## src/rtl/dacw_pkg.sv

```systemverilog
// Shared definitions for the DAC serial writer.
// Assumes all timing values are positive nanosecond figures.
package dacw_pkg;

    typedef enum logic [2:0] {
        ST_IDLE,
        ST_LEAD,
        ST_HIGH,
        ST_LOW,
        ST_TAIL,
        ST_GAP
    } wr_state_t;

    // Ceiling division giving at least one cycle.
    function automatic int unsigned cyc_of(input int unsigned ns, input int unsigned per);
        int unsigned c;
        c = (ns + per - 1) / per;
        return (c == 0) ? 1 : c;
    endfunction

    function automatic int unsigned umax(input int unsigned a, input int unsigned b);
        return (a > b) ? a : b;
    endfunction

endpackage

```

## src/rtl/dacw_timer.sv

```systemverilog
// Phase timer: loads a cycle count and counts down to zero.
// Assumes the caller reloads it on each phase entry; expired is high at zero.
module dacw_timer #(
    parameter int unsigned W = 4
) (
    input  logic         clk,
    input  logic         rst_n,
    input  logic         load,
    input  logic [W-1:0] load_val,
    output logic         expired
);
    logic [W-1:0] cnt_q;

    // Reload on request, otherwise count down and hold at zero.
    always_ff @(posedge clk) begin
        if (!rst_n)
            cnt_q <= '0;
        else if (load)
            cnt_q <= load_val;
        else if (cnt_q != '0)
            cnt_q <= cnt_q - 1'b1;
    end

    assign expired = (cnt_q == '0);
endmodule

```

## src/rtl/dacw_shifter.sv

```systemverilog
// Frame shift register: loads the packed word, shifts out MSB first.
// Assumes load, shift and clr are never asserted together.
module dacw_shifter #(
    parameter int unsigned N = 16
) (
    input  logic         clk,
    input  logic         rst_n,
    input  logic         load,
    input  logic [N-1:0] word,
    input  logic         shift,
    input  logic         clr,
    output logic         msb
);
    logic [N-1:0] sh_q;

    // Hold the word under transmission; zeros fill from below.
    always_ff @(posedge clk) begin
        if (!rst_n || clr)
            sh_q <= '0;
        else if (load)
            sh_q <= word;
        else if (shift)
            sh_q <= {sh_q[N-2:0], 1'b0};
    end

    assign msb = sh_q[N-1];
endmodule

```

## src/rtl/dac_serial_master.sv

```systemverilog
// DAC serial command writer. Takes one opcode/value request through
// valid/ready, then drives select, clock and data with every edge pair
// spaced by cycle counts derived from nanosecond limits.
// Assumes CLK_NS is the system clock period; data moves on falling clock.
module dac_serial_master #(
    parameter int unsigned CLK_NS    = 20,
    parameter int unsigned OP_W      = 4,
    parameter int unsigned CODE_W    = 10,
    parameter int unsigned PAD_W     = 2,
    parameter int unsigned T_SEL_CK  = 30,
    parameter int unsigned T_SETUP   = 60,
    parameter int unsigned T_CK_HI   = 50,
    parameter int unsigned T_CK_LO   = 50,
    parameter int unsigned T_CK_PER  = 100,
    parameter int unsigned T_LAST_LD = 50,
    parameter int unsigned T_LD_PW   = 100
) (
    input  logic              clk,
    input  logic              rst_n,
    input  logic              req_valid,
    output logic              req_ready,
    input  logic [OP_W-1:0]   req_op,
    input  logic [CODE_W-1:0] req_code,
    output logic              done,
    output logic              dac_sel_n,
    output logic              dac_sck,
    output logic              dac_sdo
);
    import dacw_pkg::*;

    localparam int unsigned WORD_W = OP_W + CODE_W + PAD_W;
    localparam int unsigned LO_CYC = umax(cyc_of(T_CK_LO, CLK_NS), cyc_of(T_SETUP, CLK_NS));
    localparam int unsigned LEAD_CYC = umax(cyc_of(T_SEL_CK, CLK_NS), LO_CYC);
    localparam int unsigned PER_CYC = cyc_of(T_CK_PER, CLK_NS);
    localparam int unsigned HI_CYC = umax(cyc_of(T_CK_HI, CLK_NS),
                                          (PER_CYC > LO_CYC) ? PER_CYC - LO_CYC : 1);
    localparam int unsigned LAST_CYC = cyc_of(T_LAST_LD, CLK_NS);
    localparam int unsigned TAIL_CYC = (LAST_CYC > HI_CYC) ? LAST_CYC - HI_CYC : 1;
    localparam int unsigned GAP_CYC = cyc_of(T_LD_PW, CLK_NS);
    localparam int unsigned MAX_CYC = umax(umax(LEAD_CYC, HI_CYC),
                                           umax(umax(LO_CYC, TAIL_CYC), GAP_CYC));
    localparam int unsigned TW = $clog2(MAX_CYC + 1);
    localparam int unsigned BW = $clog2(WORD_W);

    wr_state_t     state_q;
    logic [BW-1:0] bit_q;
    logic          sel_q, sck_q, done_q;
    logic          accept, last_bit, tmr_exp, tmr_load;
    logic [TW-1:0] tmr_val;

    assign accept   = (state_q == ST_IDLE) && req_valid;
    assign last_bit = (bit_q == BW'(WORD_W - 1));

    // Pick the length of the phase that the next transition enters.
    always_comb begin
        tmr_load = accept || (state_q != ST_IDLE && state_q != ST_GAP && tmr_exp);
        case (state_q)
            ST_IDLE: tmr_val = TW'(LEAD_CYC - 1);
            ST_LEAD: tmr_val = TW'(HI_CYC - 1);
            ST_HIGH: tmr_val = last_bit ? TW'(TAIL_CYC - 1) : TW'(LO_CYC - 1);
            ST_LOW:  tmr_val = TW'(HI_CYC - 1);
            ST_TAIL: tmr_val = TW'(GAP_CYC - 1);
            default: tmr_val = '0;
        endcase
    end

    dacw_timer #(.W(TW)) tmr_i (
        .clk      (clk),
        .rst_n    (rst_n),
        .load     (tmr_load),
        .load_val (tmr_val),
        .expired  (tmr_exp)
    );

    dacw_shifter #(.N(WORD_W)) shf_i (
        .clk   (clk),
        .rst_n (rst_n),
        .load  (accept),
        .word  ({req_op, req_code, {PAD_W{1'b0}}}),
        .shift (state_q == ST_HIGH && tmr_exp && !last_bit),
        .clr   (state_q == ST_TAIL && tmr_exp),
        .msb   (dac_sdo)
    );

    // Frame sequencer: walks the phases and drives the strobe lines.
    always_ff @(posedge clk) begin
        if (!rst_n) begin
            state_q <= ST_IDLE;
            bit_q   <= '0;
            sel_q   <= 1'b1;
            sck_q   <= 1'b0;
            done_q  <= 1'b0;
        end else begin
            case (state_q)
                ST_IDLE: begin
                    done_q <= 1'b0;
                    if (req_valid) begin
                        state_q <= ST_LEAD;
                        sel_q   <= 1'b0;
                        bit_q   <= '0;
                    end
                end
                ST_LEAD: if (tmr_exp) begin
                    state_q <= ST_HIGH;
                    sck_q   <= 1'b1;
                end
                ST_HIGH: if (tmr_exp) begin
                    sck_q <= 1'b0;
                    if (last_bit) begin
                        state_q <= ST_TAIL;
                    end else begin
                        state_q <= ST_LOW;
                        bit_q   <= bit_q + 1'b1;
                    end
                end
                ST_LOW: if (tmr_exp) begin
                    state_q <= ST_HIGH;
                    sck_q   <= 1'b1;
                end
                ST_TAIL: if (tmr_exp) begin
                    state_q <= ST_GAP;
                    sel_q   <= 1'b1;
                end
                ST_GAP: if (tmr_exp) begin
                    state_q <= ST_IDLE;
                    done_q  <= 1'b1;
                end
                default: state_q <= ST_IDLE;
            endcase
        end
    end

    assign req_ready = (state_q == ST_IDLE);
    assign done      = done_q;
    assign dac_sel_n = sel_q;
    assign dac_sck   = sck_q;

    // Run-length counters used only by the timing assertions below.
    logic [TW-1:0] hi_run_q, sel_run_q;
    always_ff @(posedge clk) begin
        if (!rst_n) begin
            hi_run_q  <= '0;
            sel_run_q <= TW'(GAP_CYC);
        end else begin
            hi_run_q  <= !dac_sck ? '0 : (hi_run_q == TW'(MAX_CYC)) ? hi_run_q : hi_run_q + 1'b1;
            sel_run_q <= !dac_sel_n ? '0 : (sel_run_q == TW'(GAP_CYC)) ? sel_run_q : sel_run_q + 1'b1;
        end
    end

    a_r3_sck_low_at_select_fall: assert property (@(posedge clk) disable iff (!rst_n)
        $fell(dac_sel_n) |-> !dac_sck);
    a_r3_sck_only_in_frame: assert property (@(posedge clk) disable iff (!rst_n)
        dac_sck |-> !dac_sel_n);
    a_r4_data_stable_while_high: assert property (@(posedge clk) disable iff (!rst_n)
        (dac_sck && $past(dac_sck)) |-> $stable(dac_sdo));
    a_r5_high_phase_width: assert property (@(posedge clk) disable iff (!rst_n)
        $fell(dac_sck) |-> (hi_run_q >= TW'(HI_CYC)));
    a_r7_load_pulse_width: assert property (@(posedge clk) disable iff (!rst_n)
        $fell(dac_sel_n) |-> (sel_run_q >= TW'(GAP_CYC)));
    a_r8_busy_while_selected: assert property (@(posedge clk) disable iff (!rst_n)
        !dac_sel_n |-> !req_ready);
    a_r9_done_single: assert property (@(posedge clk) disable iff (!rst_n)
        done |=> !done);
    a_r9_done_with_ready: assert property (@(posedge clk) disable iff (!rst_n)
        done |-> req_ready);
endmodule

```

## config.mk

```make
export PLATFORM = sky130hd
export DESIGN_NAME = dac_serial_master
export DESIGN_NICKNAME = d
export VERILOG_FILES = /design/src/rtl/dacw_pkg.sv /design/src/rtl/dacw_timer.sv /design/src/rtl/dacw_shifter.sv /design/src/rtl/dac_serial_master.sv
export SDC_FILE = /design/constraint.sdc
export NUM_CORES = 1
export LEC_CHECK = 0
export BUFFER_PORTS_ARGS = -buffer_cell sky130_fd_sc_hd__buf_4
export CAP_MARGIN = 20
export CORE_MARGIN = 2
export CORE_UTILIZATION = 45
export DETAILED_ROUTE_END_ITERATION = 12
export PLACE_DENSITY = 0.67
export SYNTH_ARGS = -nofsm -noshare
export SYNTH_HDL_FRONTEND = slang
export SYNTH_HIERARCHICAL = 1
export SYNTH_SLANG_ARGS = --single-unit
export TNS_END_PERCENT = 100
```

## constraint.sdc

```tcl
create_clock -name clk -period 2.5 [get_ports clk]
set_input_delay 0.125 -clock clk [delete_from_list [all_inputs] [get_ports clk]]
set_output_delay 0.125 -clock clk [all_outputs]
set_load 0.1 [all_outputs]
```

==> results_dict.tcl, run 1 <==
set metrics [dict create \
    synth-seq-area-share_pct 37.21 \
    drt_iter0_drc 40 \
    outcome "complete, no violations" \
    cp_max_fo 8 \
    die_area_mm2 0.003955 \
    synthCells 167 \
    path_buf_inv 3 \
    grt_pass1_wl_um 5195 \
    path_cells "inv_1 -> ha_1 -> nand2b_1 -> inv_1 -> nand2_1 -> o21a_1 -> o21ai_0 -> buf_4 -> nor2b_1 -> a2111oi_1" \
    ys_seq_elements 29 \
    grt_pass1_vias 1224 \
    via_count 1259 \
    start_util_pct 46.76 \
    finalHoldViolations 0 \
    rsz0062_at_grt "no" \
    final_layout_size_suffix_gt1_share_pct 20.94 \
    cts_hold_buf 0 \
    path_delay_family "compound AO/OA/AOI/OAI gates" \
    diodes 0 \
    start_kind "register" \
    p_sw_mw 0.6112 \
    required_ps 2720 \
    cts.sinks 29 \
    p_sw_share_pct 38.96 \
    ys_warn_count 6 \
    nNetsFinal 211 \
    via_per_inst 5.312 \
    min_period_ps 2031 \
    endpoint_kind "register" \
    cts_resized 0 \
    floorplan.rows 21 \
    max_freq_ghz 0.4923 \
    p_leak_nw 0.7018 \
    wl_per_cell_um 12.33 \
    cts_tree "done" \
    ioPinCount 22 \
    power_frac_comb_pct 40.9 \
    syn_area_mm2 0.001560 \
    hp-class "input pin to register" \
    antenna_found_initial 0 \
    post-route-period-util_pct 81.26 \
    grt.overflow.total 0 \
    seq_area_um2 580.6 \
    core_area_mm2 0.003337 \
    grt_use_total_pct 16.31 \
    area_growth_pct 15.72 \
    dr.pass1.iters 4 \
    gp_congestion 0.8196 \
    post_cts_buffers 0 \
    htree_levels 2 \
    critPathKind "register to register" \
    power_density_mw_per_mm2 869.0 \
    cts.reportedPaths.clkPinSlew_ps 90 \
    drc 0 \
    cp_data_arrival_time_ps 2250 \
    port_buffers 21 \
    p_seq_share_pct 40.9 \
    cp_slowest_stage_delay_ps 360 \
    multiInputGateArea_um2 894.6 \
    cts_root_buffer "clkbuf_4" \
    ys_types 40 \
    cts_buffers 5 \
    whs_ps 84.04 \
    fin_skew_ps 8.949 \
    slew_headroom_pct 63.58 \
    tightestPinTransition_ps 545.6 \
    grt_max_degree 21 \
    fin_tns_setup_ps 0 \
    hpwlAfterDp_um 2063 \
    ant_nets 0 \
    peakVddDrop_uv 557.6 \
    fill_cells 344 \
    insertion_delay_ps 320 \
    finalSetupViolCount 0 \
    die_h_um 62.89 \
    syn_avg_cell_area_um2 9.343 \
    wirelength_um 2922 \
    p_int_mw 0.9577 \
    cts_buffer_depth 2 \
    cap_violations 0 \
    finish.utilization_pct 54.11 \
    cp_slowest_cell "a2111oi_1" \
    cp_common_cell "inv_1" \
    drv_slew 0 \
    fp.dieW_um 62.89 \
    p_clk_share_pct 18.2 \
]
## routing by layer
layer  part of all wire [%]  global-route usage [%]  vias to the layer above
li1                       -                       -                      643
met1                     45                   18.41                      587
met2                     50                   27.26                       25
met3                    4.6                   6.126                        4
met4                    1.1                   7.222                        0
met5                      0                       0                        -
## final cells by class
cell class              instances  area share, %
flip-flops and latches         29          32.16
well taps                      46          3.188
clock buffers                   7          3.049
repair buffers                 25          10.40
multi-input cells             122          49.55
inverters                       8          1.663
## power groups by stage
| stage | sequential [mW] | combinational, mW | clock (mW) |
|---|---|---|---|
| 2_1_floorplan | 0.688 | 0.474 | 0 |
| 3_3_place_gp | 0.643 | 0.632 | 0 |
| 3_5_place_dp | 0.652 | 0.646 | 0 |
| 4_1_cts | 0.642 | 0.649 | 0.299 |
| 5_1_grt | 0.660 | 0.704 | 0.322 |
| 6_report | 0.641 | 0.642 | 0.286 |
## cells in the final DEF (no fill, tap or decap), types with 2 or more instances in the layout
| cell | n |
|---|---|
| inv_1 | 8 |
| nand2_1 | 11 |
| nor2b_2 | 2 |
| mux2i_1 | 15 |
| a21oi_1 | 4 |
| ha_1 | 3 |
| nand2b_1 | 4 |
| buf_4 | 25 |
| o21ai_0 | 6 |
| clkbuf_4 | 5 |
| conb_1 | 3 |
| a2111oi_1 | 2 |
| dfxtp_1 | 29 |
| nor2b_1 | 23 |
| o22a_1 | 2 |
| and3_1 | 4 |
| nor4b_1 | 2 |
| o311a_1 | 2 |
| a211oi_1 | 12 |
| a211oi_2 | 3 |
| nor3b_1 | 3 |
| nor2_1 | 5 |
## final timing paths
kind | from | to | slack [ps] | cells after the start
max | tmr_i/cnt_q[0] | tmr_i/cnt_q[1] | 470 | 10
max reg2reg | tmr_i/cnt_q[0] | tmr_i/cnt_q[1] | 470 | 10
min | rst_n | dac_sel_n | 80 | 2
min reg2reg | dac_sel_n | dac_sel_n | 480 | 2
## synthesized netlist by cell type
cell,n,area [um2]
a2111oi_1,2,20.02
a211oi_1,12,90.09
a211oi_2,3,37.54
a21boi_0,1,7.510
a21o_1,1,7.510
a21oi_1,4,20.02
a22o_1,1,8.760
a22oi_1,1,7.510
a31o_2,1,8.760
a32oi_1,1,8.760
and3_1,4,25.02
buf_12,1,20.02
buf_2,2,10.01
buf_4,1,7.510
buf_6,1,11.26
clkbuf_1,5,18.77
conb_1,1,3.750
dfxtp_1,29,580.6
ha_1,3,37.54
inv_1,8,30.03
mux2i_1,15,150.1
nand2_1,11,41.29
nand2b_1,4,25.02
nand3b_1,1,7.510
nor2_1,5,18.77
nor2b_1,23,143.9
nor2b_2,2,17.52
nor3_1,2,10.01
nor3b_1,3,22.52
nor4_4,1,21.27
nor4b_1,2,17.52
nor4bb_1,1,10.01
o21a_1,1,7.510
o21ai_0,6,30.03
o22a_1,2,17.52
o2bb2ai_1,1,8.760
o311a_1,2,20.02
or2b_1,1,7.510
or3b_1,1,8.760
or4b_4,1,13.76
## cells by family (layout without fill, tap and decap cells)
kind of cell,after synthesis,in the layout,share of synthesized area [%]
buf+inv,18,40,6.255
fa+ha+maj,3,3,2.406
simple gates,62,62,25.02
mux,15,15,9.623
other cells,1,3,0.2403
compound gates,39,39,19.25
flops,29,29,37.21
## sequential cells by signal, summed over array words and instances, names as in the netlist
register	count
bit_q	4
dac_sck	1
dac_sel_n	1
done	1
shf_i/sh_q	16
state_q	3
tmr_i/cnt_q	3
## metrics by stage
stage	total power [mW]	instance area, um2	setup slack (ps)	instances
floorplan	1.163	1573	560.6	169
global placement	1.276	1750	545.5	230
detailed placement	1.298	1750	463.7	230
CTS	1.591	1805	429.5	237
global route	1.686	1805	112.5	237
finish	1.569	1805	468.6	237
(Power assumes the default switching activity.)
==> run 2, diff against run 1 <==
- PLACE_DENSITY: 0.67 -> 0.7
- clock period: 2.5 -> 1.7 ns (I/O delays scaled with it)
==> run 2 against run 1 <==
Compared with the run above:
- the run now ends with negative setup slack left
- die area unchanged
- clock power increased by 150%
- sequential power increased by 43%
- critical path depth unchanged
- core utilization grew 12 points
- final cell count rose by 8.0%
- flip-flop and latch count unchanged
- non-clock buffer count grew 18
- global-route usage up 1.8 points
==> results_dict.tcl, run 2 (same netlist as run 1, synthesis figures left out) <==
set metrics [dict create \
    path_buf_inv 4 \
    wl_met1_um 1436 \
    via_per_inst 5.164 \
    start_kind "register" \
    outcome "complete, but fails checks" \
    via_count 1322 \
    fin_tns_setup_ps -137.6 \
    cp_max_fo 5 \
    start_util_pct 46.76 \
    insertion_delay_ps 330 \
    finalHoldViolations 0 \
    rsz0062_at_grt "yes" \
    power_mw 3.060 \
    max_freq_ghz 0.5752 \
    power_density_mw_per_mm2 1394 \
    antenna_found_initial 0 \
    met3WireLength_um 151 \
    cts_buffer_depth 2 \
    hp-class "input pin to register" \
    grt_pass1_wl_um 5623 \
    peakVddDrop_uv 935.1 \
    cts.sinks 29 \
    whs_path_depth 2 \
    layout.cells.most_common_list "buf_4, dfxtp_1, nor2b_1" \
    cp_slowest_cell "dfxtp_2" \
    place_inst 238 \
    diodes 0 \
    reg_top3 "shf_i/sh_q (16), bit_q (4)" \
    final_cells 256 \
    drt_iter0_drc 39 \
    dr.max_layer_used "met4" \
    cp_data_arrival_time_ps 1960 \
    ant_nets 0 \
    wirelength_um 3487 \
    path_delay_family "buffers and inverters" \
    critPathKind "register to register" \
    cp_slowest_stage_delay_ps 330 \
    required_ps 1930 \
    ioPinCount 22 \
    floorplan.rows 21 \
    final_layout_size_suffix_gt1_share_pct 41.43 \
    met2_length_um 1845 \
    drv_slew 0 \
    violations "negative setup slack" \
    largest_reg_flops 16 \
    path_cells "inv_2 -> ha_4 -> nand2b_4 -> inv_4 -> nand2_4 -> nor4_4 -> buf_6 -> clkbuf_16 -> mux2i_2 -> a211oi_2" \
    finalSetupViolCount 7 \
    min_period_ps 1739 \
    endpoint_kind "register" \
    hpwlAfterDp_um 2353 \
    regMostFlops "shf_i/sh_q" \
    setup_slack_ps -38.58 \
    core_area_mm2 0.003337 \
    cap_violations 0 \
    multiInputGateArea_mm2 0.001007 \
    die_h_um 62.89 \
    gp_congestion 0.7543 \
    cts_tree "done" \
    grt_max_degree 21 \
    wl_per_cell_um 13.62 \
    cts_root_buffer "clkbuf_4" \
    port_buffers 21 \
    fin_skew_ps 3.051 \
    final_common_cell "buf_4" \
    dr.pass1.iters 4 \
    cts_hold_buf 0 \
    cp.depth 10 \
    fill_cells 272 \
    seq_area_um2 585.6 \
    die_area_mm2 0.003955 \
    p_leak_nw 0.8567 \
    area_growth_pct 40.74 \
    nNetsFinal 229 \
    finish.utilization_pct 65.80 \
    fp.dieW_um 62.89 \
    cts.reportedPaths.clkPinSlew_ps 90 \
    ff2ff_path_depth 10 \
    htree_levels 2 \
    post-route-period-util_pct 102.3 \
    drc 0 \
    grt.overflow.total 0 \
    grt_pass1_vias 1328 \
    cts_buffers 5 \
    grt_use_total_pct 18.10 \
]
==> run 2: cell types whose count changed in the layout (fill, tap and decap cells not counted), sizes merged <==
cell / delta
buf: +16
inv: -2
clkinv: +1
bufinv: +2
clkinvlp: +2
==> run 2: final timing paths <==
path                            slack (ps)            from             to
worst min register to register         490       dac_sel_n      dac_sel_n
worst min-delay path                    40           rst_n      dac_sel_n
worst max-delay path                   -40  tmr_i/cnt_q[1]  shf_i/sh_q[2]
worst max register to register         -40  tmr_i/cnt_q[1]  shf_i/sh_q[2]
==> run 2: worst register-to-register path, cell delays in order (launching register included) <==
cell and delay [ps]:
dfxtp_2 330, inv_2 80, ha_4 160, nand2b_4 70
inv_4 80, nand2_4 60, nor4_4 220, buf_6 170
clkbuf_16 160, mux2i_2 220, a211oi_2 90
==> run 2: metrics by stage <==
step / setup slack (ps) / area, um2 / hold WS [ps]
finish: -38.58 / 2196 / 36.79
global route: -144.4 / 2196 / 27.25
CTS: -9.827 / 2013 / 24.26
detailed placement: -71.89 / 1878 / 380.5
global placement: 2.628 / 1878 / 365.2
floorplan: -23.93 / 1615 / 216.2
==> run 2: report_power, final <==
group | total, mW | internal [mW] | switching, mW
clock | 0.709 | 0.455 | 0.254
sequential | 0.916 | 0.822 | 0.0942
combinational | 1.43 | 0.671 | 0.763
total | 3.06 | 1.95 | 1.11
==> run 2: final cells by class <==
| class | instances | share of cell area (%) |
|---|---|---|
| clock buffers | 5 | 1.709 |
| inverters | 8 | 1.823 |
| flip-flops and latches | 29 | 26.67 |
| clock inverters | 3 | 2.963 |
| repair buffers | 43 | 18.35 |
| well taps | 46 | 2.621 |
| multi-input cells | 122 | 45.87 |
==> run 2: routing by layer <==
metal	global-route usage, %	vias to the layer above
met5	0	-
met4	7.778	0
met3	6.126	7
met2	31.52	24
met1	19.87	614
li1	-	677
==> run 2: timing repair <==
| action | CTS | global route |
|---|---|---|
| buffers inserted | 1 | 6 |
| resized for setup | 7 | 16 |
| endpoints found under the setup margin | 5 | 19 |
| cloned | 0 | 3 |
| pin swaps | 3 | 9 |
